File: config.mk
export PLATFORM = sky130hd
export DESIGN_NAME = wavetimer
export DESIGN_NICKNAME = d
export VERILOG_FILES = /design/src/rtl/wavetimer_pkg.sv /design/src/rtl/wt_prescaler.sv /design/src/rtl/wt_counter.sv /design/src/rtl/wt_channel.sv /design/src/rtl/wavetimer.sv
export SDC_FILE = /design/constraint.sdc
export NUM_CORES = 1
export LEC_CHECK = 0
export BUFFER_PORTS_ARGS = -buffer_cell sky130_fd_sc_hd__buf_2
export CORE_MARGIN = 3
export CORE_UTILIZATION = 56
export DETAILED_ROUTE_END_ITERATION = 7
export HOLD_SLACK_MARGIN = 0.03
export PLACE_DENSITY = 0.77
export SETUP_SLACK_MARGIN = 0.3
export SYNTH_ARGS = -nofsm -noshare
export SYNTH_HDL_FRONTEND = slang
export SYNTH_SLANG_ARGS = --single-unit
File: constraint.sdc
create_clock -name clk -period 3.23 [get_ports clk]
set_clock_uncertainty 0.1 [all_clocks]
set_input_delay 0.969 -clock clk [delete_from_list [all_inputs] [get_ports clk]]
set_output_delay 0.969 -clock clk [all_outputs]
set_load 0.05 [all_outputs]
File: src/rtl/wavetimer_pkg.sv
package wavetimer_pkg;

    typedef enum logic [1:0] {WM_NORMAL, WM_CTC, WM_FAST, WM_PHASE} wmode_e;
    typedef enum logic       {DIR_UP, DIR_DOWN} cdir_e;

    localparam logic [1:0] CM_OFF    = 2'b00;
    localparam logic [1:0] CM_TOGGLE = 2'b01;
    localparam logic [1:0] CM_CLEAR  = 2'b10;
    localparam logic [1:0] CM_SET    = 2'b11;

    localparam logic [2:0] A_CTRLA = 3'd0;
    localparam logic [2:0] A_CTRLB = 3'd1;
    localparam logic [2:0] A_CNT   = 3'd2;
    localparam logic [2:0] A_CMPA  = 3'd3;
    localparam logic [2:0] A_CMPB  = 3'd4;
    localparam logic [2:0] A_TOP   = 3'd5;
    localparam logic [2:0] A_STAT  = 3'd6;

    function automatic wmode_e decode_mode(input logic [3:0] code);
        case (code)
            4'd4:    return WM_CTC;
            4'd14:   return WM_FAST;
            4'd10:   return WM_PHASE;
            default: return WM_NORMAL;
        endcase
    endfunction

    // Plain match action: keep, toggle, clear, set.
    function automatic logic plain_action(input logic [1:0] cm, input logic cur);
        case (cm)
            CM_TOGGLE: return ~cur;
            CM_CLEAR:  return 1'b0;
            CM_SET:    return 1'b1;
            default:   return cur;
        endcase
    endfunction

endpackage

File: src/rtl/wt_prescaler.sv
module wt_prescaler
    import wavetimer_pkg::*;
#(
    parameter int LOG_MID = 3,
    parameter int LOG_HI  = 6
) (
    input  logic       clk,
    input  logic       rst_n,
    input  logic [2:0] sel,
    output logic       tick
);

    logic [LOG_HI-1:0] div_q;

    always_ff @(posedge clk or negedge rst_n) begin
        if (!rst_n) div_q <= '0;
        else        div_q <= div_q + 1'b1;
    end

    always_comb begin
        case (sel)
            3'd1:    tick = 1'b1;
            3'd2:    tick = &div_q[LOG_MID-1:0];
            3'd3:    tick = &div_q;
            default: tick = 1'b0;
        endcase
    end

    // divide-by-8 enable is never active on consecutive cycles
    p_div_gap_r1: assert property (@(posedge clk) disable iff (!rst_n)
        (sel == 3'd2 && tick) |=> (sel != 3'd2 || !tick));

endmodule

File: src/rtl/wt_counter.sv
module wt_counter
    import wavetimer_pkg::*;
#(
    parameter int W = 16
) (
    input  logic         clk,
    input  logic         rst_n,
    input  logic         tick,
    input  wmode_e       mode,
    input  logic [W-1:0] top,
    input  logic         cnt_wr,
    input  logic [W-1:0] cnt_wdata,
    output logic [W-1:0] cnt,
    output logic         dir_down,
    output logic         top_evt,
    output logic         bottom_evt,
    output logic         ovf_evt,
    output logic         reload_evt
);

    cdir_e        state_q, state_d;
    logic [W-1:0] cnt_q, cnt_d;
    logic         at_top;

    // State register
    always_ff @(posedge clk or negedge rst_n) begin
        if (!rst_n) begin
            state_q <= DIR_UP;
            cnt_q   <= '0;
        end else begin
            state_q <= state_d;
            cnt_q   <= cnt_d;
        end
    end

    // Next state and events
    always_comb begin
        at_top     = (cnt_q == top);
        state_d    = (mode == WM_PHASE) ? state_q : DIR_UP;
        cnt_d      = cnt_q;
        top_evt    = 1'b0;
        bottom_evt = 1'b0;
        ovf_evt    = 1'b0;
        reload_evt = 1'b0;
        if (tick) begin
            unique case (mode)
                WM_NORMAL: begin
                    cnt_d   = cnt_q + 1'b1;
                    ovf_evt = &cnt_q;
                end
                WM_CTC: begin
                    cnt_d = at_top ? '0 : cnt_q + 1'b1;
                end
                WM_FAST: begin
                    if (at_top) begin
                        cnt_d      = '0;
                        ovf_evt    = 1'b1;
                        top_evt    = 1'b1;
                        bottom_evt = 1'b1;
                        reload_evt = 1'b1;
                    end else begin
                        cnt_d = cnt_q + 1'b1;
                    end
                end
                WM_PHASE: begin
                    unique case (state_q)
                        DIR_UP: begin
                            if (at_top) begin        // turn_at_top
                                state_d    = DIR_DOWN;
                                cnt_d      = (cnt_q == '0) ? '0 : cnt_q - 1'b1;
                                top_evt    = 1'b1;
                                reload_evt = 1'b1;
                            end else begin
                                cnt_d = cnt_q + 1'b1;
                            end
                        end
                        DIR_DOWN: begin
                            if (cnt_q == '0) begin   // turn_at_bottom
                                state_d = DIR_UP;
                                cnt_d   = at_top ? '0 : {{(W-1){1'b0}}, 1'b1};
                                ovf_evt = 1'b1;
                            end else begin
                                cnt_d = cnt_q - 1'b1;
                            end
                        end
                    endcase
                end
            endcase
        end
        if (cnt_wr) cnt_d = cnt_wdata;
    end

    assign cnt      = cnt_q;
    assign dir_down = (state_q == DIR_DOWN);

    // count holds between advances unless written
    p_hold_r1: assert property (@(posedge clk) disable iff (!rst_n)
        (!tick && !cnt_wr) |=> $stable(cnt_q));

    // single-slope wrap loads zero
    p_fast_wrap_r4: assert property (@(posedge clk) disable iff (!rst_n)
        (tick && mode == WM_FAST && cnt_q == top && !cnt_wr) |=> (cnt_q == '0));

    // dual-slope turns downward at TOP
    p_phase_turn_r5: assert property (@(posedge clk) disable iff (!rst_n)
        (tick && mode == WM_PHASE && state_q == DIR_UP && cnt_q == top)
        |=> (state_q == DIR_DOWN));

endmodule

File: src/rtl/wt_channel.sv
module wt_channel
    import wavetimer_pkg::*;
#(
    parameter int W = 16
) (
    input  logic         clk,
    input  logic         rst_n,
    input  logic         tick,
    input  wmode_e       mode,
    input  logic [1:0]   cm,
    input  logic         force_i,
    input  logic [1:0]   force_cm,
    input  logic [W-1:0] cnt,
    input  logic         dir_down,
    input  logic         bottom_evt,
    input  logic         reload_evt,
    input  logic         cmp_wr,
    input  logic [W-1:0] cmp_wdata,
    output logic [W-1:0] cmp_act,
    output logic [W-1:0] cmp_buf,
    output logic         match_evt,
    output logic         wave
);

    logic [W-1:0] act_q, buf_q;
    logic         wave_q, wave_d;
    logic         is_pwm;

    assign is_pwm    = (mode == WM_FAST) || (mode == WM_PHASE);
    assign match_evt = tick && (cnt == act_q);

    always_ff @(posedge clk or negedge rst_n) begin
        if (!rst_n) begin
            act_q  <= '0;
            buf_q  <= '0;
            wave_q <= 1'b0;
        end else begin
            if (cmp_wr) buf_q <= cmp_wdata;
            if (cmp_wr && !is_pwm)       act_q <= cmp_wdata;
            else if (is_pwm && reload_evt) act_q <= buf_q;
            wave_q <= wave_d;
        end
    end

    always_comb begin
        wave_d = wave_q;
        if (force_i) begin
            wave_d = plain_action(force_cm, wave_q);
        end else begin
            if (match_evt) begin
                if (mode == WM_PHASE) begin
                    case (cm)
                        CM_TOGGLE: wave_d = ~wave_q;
                        CM_CLEAR:  wave_d = dir_down;
                        CM_SET:    wave_d = ~dir_down;
                        default:   wave_d = wave_q;
                    endcase
                end else begin
                    wave_d = plain_action(cm, wave_q);
                end
            end
            if (mode == WM_FAST && bottom_evt) begin
                if (cm == CM_CLEAR)    wave_d = 1'b1;
                else if (cm == CM_SET) wave_d = 1'b0;
            end
        end
    end

    assign cmp_act = act_q;
    assign cmp_buf = buf_q;
    assign wave    = wave_q;

    // in PWM modes the active value moves only at the reload point
    p_buffer_r6: assert property (@(posedge clk) disable iff (!rst_n)
        (is_pwm && !reload_evt) |=> $stable(act_q));

endmodule

File: src/rtl/wavetimer.sv
module wavetimer
    import wavetimer_pkg::*;
#(
    parameter int W       = 16,
    parameter int PRE_MID = 3,
    parameter int PRE_HI  = 6
) (
    input  logic         clk,
    input  logic         rst_n,
    input  logic [2:0]   reg_addr,
    input  logic         reg_wr,
    input  logic [W-1:0] reg_wdata,
    output logic [W-1:0] reg_rdata,
    input  logic         port_a_val,
    input  logic         port_b_val,
    input  logic         dir_a,
    input  logic         dir_b,
    output logic         pin_a,
    output logic         pin_b,
    output logic [3:0]   flags
);

    localparam int NCH = 2;

    logic [NCH-1:0][1:0]   cm_q;
    logic [3:0]            mode_q;
    logic [2:0]            clksel_q;
    logic [W-1:0]          top_q;
    logic [3:0]            flags_q;

    wmode_e                wmode;
    logic                  tick, ctrla_wr, cnt_wr;
    logic [W-1:0]          cnt, top_val;
    logic                  dir_down, top_evt, bottom_evt, ovf_evt, reload_evt;
    logic [NCH-1:0]        force_v, match_v, wave_v, port_v, dir_v, pin_v;
    logic [NCH-1:0][1:0]   force_cm_v;
    logic [NCH-1:0][W-1:0] act_v, buf_v;

    assign wmode    = decode_mode(mode_q);
    assign ctrla_wr = reg_wr && (reg_addr == A_CTRLA);
    assign cnt_wr   = reg_wr && (reg_addr == A_CNT);

    always_ff @(posedge clk or negedge rst_n) begin
        if (!rst_n) begin
            cm_q     <= '0;
            mode_q   <= '0;
            clksel_q <= '0;
            top_q    <= '0;
        end else if (reg_wr) begin
            case (reg_addr)
                A_CTRLA: begin
                    cm_q[0]     <= reg_wdata[7:6];
                    cm_q[1]     <= reg_wdata[5:4];
                    mode_q[1:0] <= reg_wdata[1:0];
                end
                A_CTRLB: begin
                    mode_q[3:2] <= reg_wdata[4:3];
                    clksel_q    <= reg_wdata[2:0];
                end
                A_TOP:   top_q <= reg_wdata;
                default: ;
            endcase
        end
    end

    // Sticky flags: events set, write-one clears, set wins
    always_ff @(posedge clk or negedge rst_n) begin
        if (!rst_n) begin
            flags_q <= '0;
        end else begin
            flags_q <= (flags_q & ~((reg_wr && reg_addr == A_STAT) ? reg_wdata[3:0] : 4'h0))
                     | {top_evt, match_v[1], match_v[0], ovf_evt};
        end
    end

    always_comb begin
        unique case (wmode)
            WM_CTC:            top_val = act_v[0];
            WM_FAST, WM_PHASE: top_val = top_q;
            default:           top_val = {W{1'b1}};
        endcase
    end

    wt_prescaler #(.LOG_MID(PRE_MID), .LOG_HI(PRE_HI)) u_pre (
        .clk(clk), .rst_n(rst_n), .sel(clksel_q), .tick(tick)
    );

    wt_counter #(.W(W)) u_cnt (
        .clk(clk), .rst_n(rst_n), .tick(tick), .mode(wmode), .top(top_val),
        .cnt_wr(cnt_wr), .cnt_wdata(reg_wdata), .cnt(cnt), .dir_down(dir_down),
        .top_evt(top_evt), .bottom_evt(bottom_evt), .ovf_evt(ovf_evt),
        .reload_evt(reload_evt)
    );

    assign port_v = {port_b_val, port_a_val};
    assign dir_v  = {dir_b, dir_a};

    for (genvar g = 0; g < NCH; g++) begin : g_ch
        localparam logic [2:0] CADDR = A_CMPA + 3'(g);

        assign force_v[g]    = ctrla_wr && reg_wdata[3-g];
        assign force_cm_v[g] = reg_wdata[7-2*g -: 2];

        wt_channel #(.W(W)) u_ch (
            .clk(clk), .rst_n(rst_n), .tick(tick), .mode(wmode), .cm(cm_q[g]),
            .force_i(force_v[g]), .force_cm(force_cm_v[g]), .cnt(cnt),
            .dir_down(dir_down), .bottom_evt(bottom_evt), .reload_evt(reload_evt),
            .cmp_wr(reg_wr && reg_addr == CADDR), .cmp_wdata(reg_wdata),
            .cmp_act(act_v[g]), .cmp_buf(buf_v[g]), .match_evt(match_v[g]),
            .wave(wave_v[g])
        );

        assign pin_v[g] = (cm_q[g] != CM_OFF && dir_v[g]) ? wave_v[g] : port_v[g];
    end

    assign pin_a = pin_v[0];
    assign pin_b = pin_v[1];
    assign flags = flags_q;

    always_comb begin
        reg_rdata = '0;
        case (reg_addr)
            A_CTRLA: reg_rdata[7:0] = {cm_q[0], cm_q[1], 2'b00, mode_q[1:0]};
            A_CTRLB: reg_rdata[4:0] = {mode_q[3:2], clksel_q};
            A_CNT:   reg_rdata = cnt;
            A_CMPA:  reg_rdata = buf_v[0];
            A_CMPB:  reg_rdata = buf_v[1];
            A_TOP:   reg_rdata = top_q;
            A_STAT:  reg_rdata[3:0] = flags_q;
            default: reg_rdata = '0;
        endcase
    end

    // overflow flag stays set until a write-one clears it
    p_flag_sticky_r13: assert property (@(posedge clk) disable iff (!rst_n)
        (flags_q[0] && !(reg_wr && reg_addr == A_STAT && reg_wdata[0])) |=> flags_q[0]);

    // a force strobe alone never sets a match flag
    p_force_noflag_r11: assert property (@(posedge clk) disable iff (!rst_n)
        (force_v[0] && !tick && !flags_q[1] && !(reg_wr && reg_addr == A_STAT))
        |=> !flags_q[1]);

endmodule

# Word-level counts from Yosys, hierarchy flattened
# Index checks and enable logic that the tools add are counted.
[totals] elab_cells=147 input_bits=26 regBits=120 output_inout_bits=22
[op_classes] bitwise=6 mux=57 eq_ne=32 n_reduce_logical=33 addsub=3
[ops] operator="16-bit two-way mux" count=10
[ops] operator="16-bit case mux with 2 select lines" count=2
[ops] operator="16-bit equality test" count=3
[ops] operator="16-bit case mux with 3 select lines" count=1
[ops] operator="8-bit case mux with 4 select lines" count=1
[ops] operator="1-bit two-way mux" count=28
[ops] operator="4-bit case mux with 7 select lines" count=1
[ops] operator="1-bit case mux with 3 select lines" count=8
[ops] operator="2-bit equality test (second input constant)" count=10
[ops] operator="16-bit by 1-bit adder with 16-bit output (second input constant)" count=1
[ops] operator="16-bit zero test" count=1
[ops] operator="16-bit AND reduction" count=1
[ops] operator="16-bit by 1-bit subtractor with 16-bit output (second input constant)" count=1
[ops] operator="1-bit logical AND" count=15
[ops] operator="3-bit case mux with 5 select lines" count=1
[ops] operator="3-bit by 2-bit equality test with 1-bit output (second input constant)" count=4
[ops] operator="2-bit by 1-bit equality test with 1-bit output (second input constant)" count=5
[ops] operator="2-bit nonzero test" count=5
[ops] operator="3-bit equality test (second input constant)" count=3
[ops] operator="4-bit equality test (second input constant)" count=2
[ops] operator="4-bit != test (second input constant)" count=2
[ops] operator="6-bit by 1-bit adder with 6-bit output (second input constant)" count=1
[ops] operator="3-bit by 1-bit equality test with 1-bit output (second input constant)" count=2
[ops] operator="1-bit case mux with 6 select lines" count=1
[ops] operator="16 further kinds" count=22

# Longest topological paths before layout
[depth] depth_word=13 ltp_mapped=19

# By module
# Synthesis repeated with hierarchy kept, for this count alone.
[unflattened] hier_cells=787 hier_area_um2=7973.9
[by_module_without_submodules] mod="wt_channel" instances=2 area_each_um2=1851.8 cells_each=168 seq_area_each_um2=825.8
[by_module_without_submodules] mod="wavetimer" instances=1 area_each_um2=2145.8 cells_each=192 seq_area_each_um2=775.7
[by_module_without_submodules] mod="wt_counter" instances=1 area_each_um2=1871.8 cells_each=239 seq_area_each_um2=425.4
[by_module_without_submodules] mod="wt_prescaler" instances=1 area_each_um2=252.7 cells_each=20 seq_area_each_um2=150.1

# Worst setup path after synthesis
# OpenSTA, ideal clock, no wires.
[synth_path] path_type="input-to-output" start="input reg_addr[0]" end="output reg_rdata[1]" arrival_ps=2933 setup_slack_ps=-772 cell_stages=6 n_path_buf=3 path_cell_list="clkbuf_1 -> clkbuf_1 -> clkbuf_1 -> nor2b_1 -> a21oi_1 -> a21oi_1"
[synth_between] elab_chain_cells=2
[synth_rtl] item="start: declaration" line_no="wavetimer.sv:10" text="input logic [2:0] reg_addr,"
[synth_rtl] item="3-bit equality test, or another cell as far along" line_no="wavetimer.sv:122" text="case (reg_addr)"
[synth_rtl] item="4-bit case mux with 7 select lines (*)" line_no="wavetimer.sv:122"
[synth_rtl] item="end: declaration" line_no="wavetimer.sv:13" text="output logic [W-1:0] reg_rdata,"
# Every way passes the cells marked *; elsewhere a longest branch is shown, timed or not.

# Worst setup path after layout
[layout_path] start="register mode_q[1]" end="register g_ch[1].u_ch.act_q[10]"
[layout_between] elab_chain_cells=12
[layout_rtl] item="start: declaration" line_no="wavetimer.sv:26" text="logic [3:0] mode_q;"
[layout_rtl] item="start signal: assignment" line_no="wavetimer.sv:54" text="mode_q[1:0] <= reg_wdata[1:0];"
[layout_rtl] item="4-bit equality test or 4-bit by 3-bit equality test with 1-bit output (tied branches)" line_no="wavetimer_pkg.sv:20" text="case (code)"
[layout_rtl] item="2-bit case mux with 3 select lines (*)" line_no="wavetimer_pkg.sv:20"
[layout_rtl] item="2-bit equality test" line_no="wt_counter.sv:46, wt_channel.sv:29, wavetimer.sv:77"
[layout_rtl] item="2-bit OR reduction" line_no="wavetimer.sv:77" text="unique case (wmode)"
[layout_rtl] item="16-bit case mux with 2 select lines" line_no="wavetimer.sv:77"
[layout_rtl] item="16-bit equality test" line_no="wt_counter.sv:38" text="at_top = (cnt_q == top);"
[layout_rtl] item="1-bit two-way mux" line_no="wt_counter.sv:55, wt_counter.sv:68"
[layout_rtl] item="1-bit two-way mux" line_no="wt_counter.sv:66" text="unique case (state_q)"
[layout_rtl] item="1-bit case mux with 2 select lines" line_no="wt_counter.sv:46" text="unique case (mode)"
[layout_rtl] item="1-bit two-way mux" line_no="wt_counter.sv:45" text="if (tick) begin"
[layout_rtl] item="1-bit logical AND" line_no="wt_channel.sv:40" text="else if (is_pwm && reload_evt) act_q <= buf_q;"
[layout_rtl] item="2-bit nonzero test (no line)"
[layout_rtl] item="end signal: assignment" line_no="wt_channel.sv:39" text="if (cmp_wr && !is_pwm) act_q <= cmp_wdata;"
[layout_rtl] item="end signal: assignment" line_no="wt_channel.sv:40"
[layout_rtl] item="end: declaration" line_no="wt_channel.sv:25" text="logic [W-1:0] act_q, buf_q;"
# Marked as above.
# A chain may end at the register's enable or synchronous reset.

==> load_flow_metrics.sql <==
INSERT INTO impl_metrics (metric_group, metric, value, unit) VALUES
('outcome', 'outcome', 'finished, violations left', ''),
('outcome', 'violations_in_the_final_reports', 'DRC, setup timing', ''),
('detailed_routing', 'post_drt_via_cell_ratio', '7.54', ''),
('placement', 'io_buffers', '47', ''),
('critical_path', 'critical-path-slowest-cell', 'dfrtp_1', ''),
('timing', 'timing.final.max_slew_violations', '0', ''),
('timing', 'fin_crit', '3520', 'ps'),
('placement', 'place.gp.congestion', '1.00', ''),
('pwr', 'vdd.ir_drop.worst', '0.000526', 'V'),
('detailed_routing', 'wl', '33.7', 'mm'),
('timing', 'max-slew-margin-rel', '52.5', '%'),
('floorplan', 'initial_core_util', '58.0', '%'),
('critical_path', 'crit_path_end_kind', 'flip-flop', ''),
('timing', 'min_period_over_period', '109', '%'),
('synthesis', 'mappedNetlistArea', '7810', 'um2'),
('synthesis', 'synth.avg_cell_area', '9.29', 'um2'),
('global_routing', 'grt_max_degree', '121', ''),
('floorplan', 'die_height', '124', 'um'),
('placement', 'hpwlAfterDp', '18.7', 'mm'),
('detailed_routing', '1st_iter_drt_viols', '1578', ''),
('synthesis', 'synthesis.yosys.warnings', '0', ''),
('synthesis', 'primary_flip_flop_cell_chosen_by_synthesis_mapping', 'dfrtp_1', ''),
('synthesis', 'ys_seq_area_share', '38.5', '%'),
('synthesis', 'yosys.cell_types.count', '65', ''),
('critical_path', 'critPathArrivalTime', '3730', 'ps'),
('critical_path', 'timing_worst_setup_path_type', 'reg2reg', ''),
('floorplan', 'row_count', '42', ''),
('timing', 'final_critical_path_setup_slack', '-293', 'ps'),
('critical_path', 'crit_start_category', 'flip-flop', ''),
('global_routing', 'antenna_violations_before_repair', '0', ''),
('final_layout', 'multiInputGateArea', '5370', 'um2'),
('pwr', 'power.density', '661', 'nW/um2'),
('detailed_routing', 'drcViolationCount', '11', ''),
('critical_path', 'worst_path_dominant_cell_family', 'compound AO/OA/AOI/OAI gates', ''),
('timing', 'finalHoldViolCount', '0', ''),
('final_layout', 'drive_gt1_share', '41.1', '%'),
('detailed_routing', 'routed-via-count', '8640', ''),
('global_routing', 'grt_overflow_total', '0', ''),
('placement', 'placement.setup.worst_slack', '-120', 'ps'),
('detailed_routing', 'wl_per_cell', '29.4', 'um'),
('synthesis', 'async_set_or_reset_register_ratio_after_synthesis', '100', '%'),
('synthesis', 'netlist_top_cells_area', 'dfrtp_1 38%, mux2_2 9.4%, xor2_1 3.8%, a21oi_1 3.6%, nand2_1 3.5%', ''),
('clocking', 'ctsHtreeMaxLevel', '4', ''),
('timing', 'report.final.setup_viol', '51', ''),
('critical_path', 'path_cells', 'nor2_1 -> nand2_1 -> a21o_1 -> inv_2 -> ha_4 -> buf_6 -> a21o_1 -> o21ai_0 -> a22oi_2 -> and4_4 -> nand2_4 -> or3_4 -> buf_12 -> mux2i_1 -> o21ai_1', ''),
('critical_path', 'reg2reg_from', 'mode_q[1]', ''),
('floorplan', 'fp.dieArea', '15400', 'um2'),
('final_layout', 'seqCellArea', '3000', 'um2'),
('timing', 'worst-slew-pin-transition', '712', 'ps'),
('critical_path', 'crit_top_cell', 'a21o_1', ''),
('timing', 'grt_setup_unrepaired', 'yes', ''),
('pwr', 'leakage_power_figure', '4.75', 'nW'),
('critical_path', 'worst_setup_path_startpoint', 'mode_q[1]', ''),
('min_path', 'hp-class', 'reg2reg', ''),
('synthesis', 'post-synth-top-area-cell', 'dfrtp_1', ''),
('floorplan', 'io-pin-count', '48', ''),
('critical_path', 'data_required_time_of_the_critical_path', '3440', 'ps'),
('run', 'timing.max_cap.violations', '0', ''),
('critical_path', 'cp_slowest_stage_delay', '410', 'ps'),
('synthesis', 'netlist.area_leader.share', '38.5', '%'),
('final_layout', 'final_net_count', '994', ''),
('min_path', 'hold_start', 'u_pre.div_q[0]', ''),
('timing', 'hold_ws', '375', 'ps'),
('clocking', 'cts_made_buffers', '17', ''),
('clocking', 'cts_sinks', '120', ''),
('clocking', 'clk_pin_slew', '70', 'ps'),
('clocking', 'clk_path_buf_depth', '2', ''),
('clocking', 'cts-root-buf', 'clkbuf_16', ''),
('clocking', 'worst_skew_pair.late_latency', '440', 'ps'),
('detailed_routing', 'ant_nets', '0', ''),
('floorplan', 'die_width', '124', 'um');
-- stage by stage --
stage               total power, W  util [%]  cell area, um2  TNS [ps]
floorplan                  0.00369         -            8280      -507
detailed placement         0.00440      66.7            8970     -3030
global placement           0.00432      66.7            8970      -639
CTS                        0.00666      77.6           10400      -116
global route               0.00733      80.5           10800    -13330
finish                     0.00716      80.5           10800    -10520
-- cells by family (layout without fill, tap and decap cells) --
logic type	Yosys count	in the layout	synth area share, %
buffers and inverters	79	209	4.60
xor gates and xnor gates	46	46	5.16
DFF	120	120	38.5
AOI/OAI and AO/OA	212	212	17.8
and+or+nand+nor	278	278	18.9
adders and majority gates	11	11	1.76
muxes	94	94	13.3
-- per-layer routing --
layer | vias up | wire, um | track usage, % | share of wire [%]
li1 | 3346 | - | - | -
met1 | 4152 | 11200 | 50.0 | 33
met2 | 811 | 14700 | 66.0 | 44
met3 | 331 | 4530 | 14.0 | 13
met4 | 0 | 3280 | 28.2 | 9.7
met5 | - | 0 | 0 | 0
-- state kept, by name, summed over array words and instances (netlist names) --
| name | flops |
|---|---|
| clksel_q | 3 |
| u_pre.div_q | 6 |
| top_q | 16 |
| g_ch.u_ch.cmp_act | 32 |
| flags | 4 |
| u_cnt.cnt | 16 |
| cm_q | 4 |
| g_ch.u_ch.wave | 2 |
| g_ch.u_ch.cmp_buf | 32 |
| mode_q | 4 |
| u_cnt.dir_down | 1 |
-- final timing paths --
check / cells after the start / to / slack (ps)
max in group asynchronous: 2 / u_cnt.cnt[2] / 1990
min in group asynchronous: 2 / cm_q[2] / 480
min reg2reg: 1 / u_pre.div_q[0] / 380
max reg2reg: 15 / g_ch[1].u_ch.cmp_act[10] / -290
min: 1 / u_pre.div_q[0] / 380
max: 15 / g_ch[1].u_ch.cmp_act[10] / -290
-- timing repair --
| action | in CTS | in global routing |
|---|---|---|
| cloned | 2 | 0 |
| setup buffers | 21 | 10 |
| resized for setup | 161 | 58 |
| pin swaps | 36 | 56 |
| endpoints found under the setup margin | 69 | 69 |
-- worst register-to-register path, cell delays in order, from the launching register on --
cell and delay [ps]:
dfrtp_1 410, nor2_1 140, nand2_1 70, a21o_1 250
inv_2 110, ha_4 220, buf_6 180, a21o_1 270
o21ai_0 170, a22oi_2 240, and4_4 300, nand2_4 90
or3_4 360, buf_12 190, mux2i_1 220, o21ai_1 90
-- final cells by class --
cell class | count | area share [%]
Inverter | 12 | 0.416
Timing Repair Buffer | 165 | 14.7
Clock inverter | 13 | 1.55
Tap cell | 176 | 2.03
Sequential cell | 120 | 27.7
Clock buffer | 19 | 4.00
Multi-Input combinational cell | 641 | 49.5
-- synth_stat cells (6+ instances only) --
| library cell | number |
|---|---|
| and3_1 | 20 |
| nand2_1 | 73 |
| inv_1 | 12 |
| mux2_2 | 65 |
| nor3_1 | 26 |
| a22oi_1 | 20 |
| buf_4 | 6 |
| xnor2_1 | 12 |
| and2_1 | 7 |
| buf_2 | 8 |
| nor2_1 | 39 |
| nand4b_1 | 14 |
| nand3_1 | 22 |
| clkbuf_1 | 39 |
| a21o_1 | 22 |
| buf_1 | 10 |
| ha_1 | 11 |
| or3_1 | 14 |
| nor2b_1 | 10 |
| dfrtp_1 | 120 |
| o22ai_1 | 12 |
| nand2b_1 | 7 |
| xor2_1 | 34 |
| nor4_1 | 22 |
| a21oi_1 | 56 |
| a221oi_1 | 7 |
| o21ai_0 | 35 |
| a22o_1 | 17 |
| mux2i_1 | 27 |
-- cells in the final DEF (no fill, tap or decap), types with 23 or more instances in the layout --
master / instances
buf_6: 34
buf_2: 27
nand2_1: 67
mux2_2: 64
a21oi_1: 36
xor2_1: 34
buf_4: 75
dfrtp_1: 119
o21ai_0: 23
nor2_1: 29
-- power by group --
part           switching (W)  internal [W]  leakage (nW)
registers           0.000595       0.00182          1.45
clock network       0.000810       0.00122         0.289
logic                0.00155       0.00116          3.01
total                0.00296       0.00421          4.75
No activity file was read; power rests on OpenSTA's default activity.
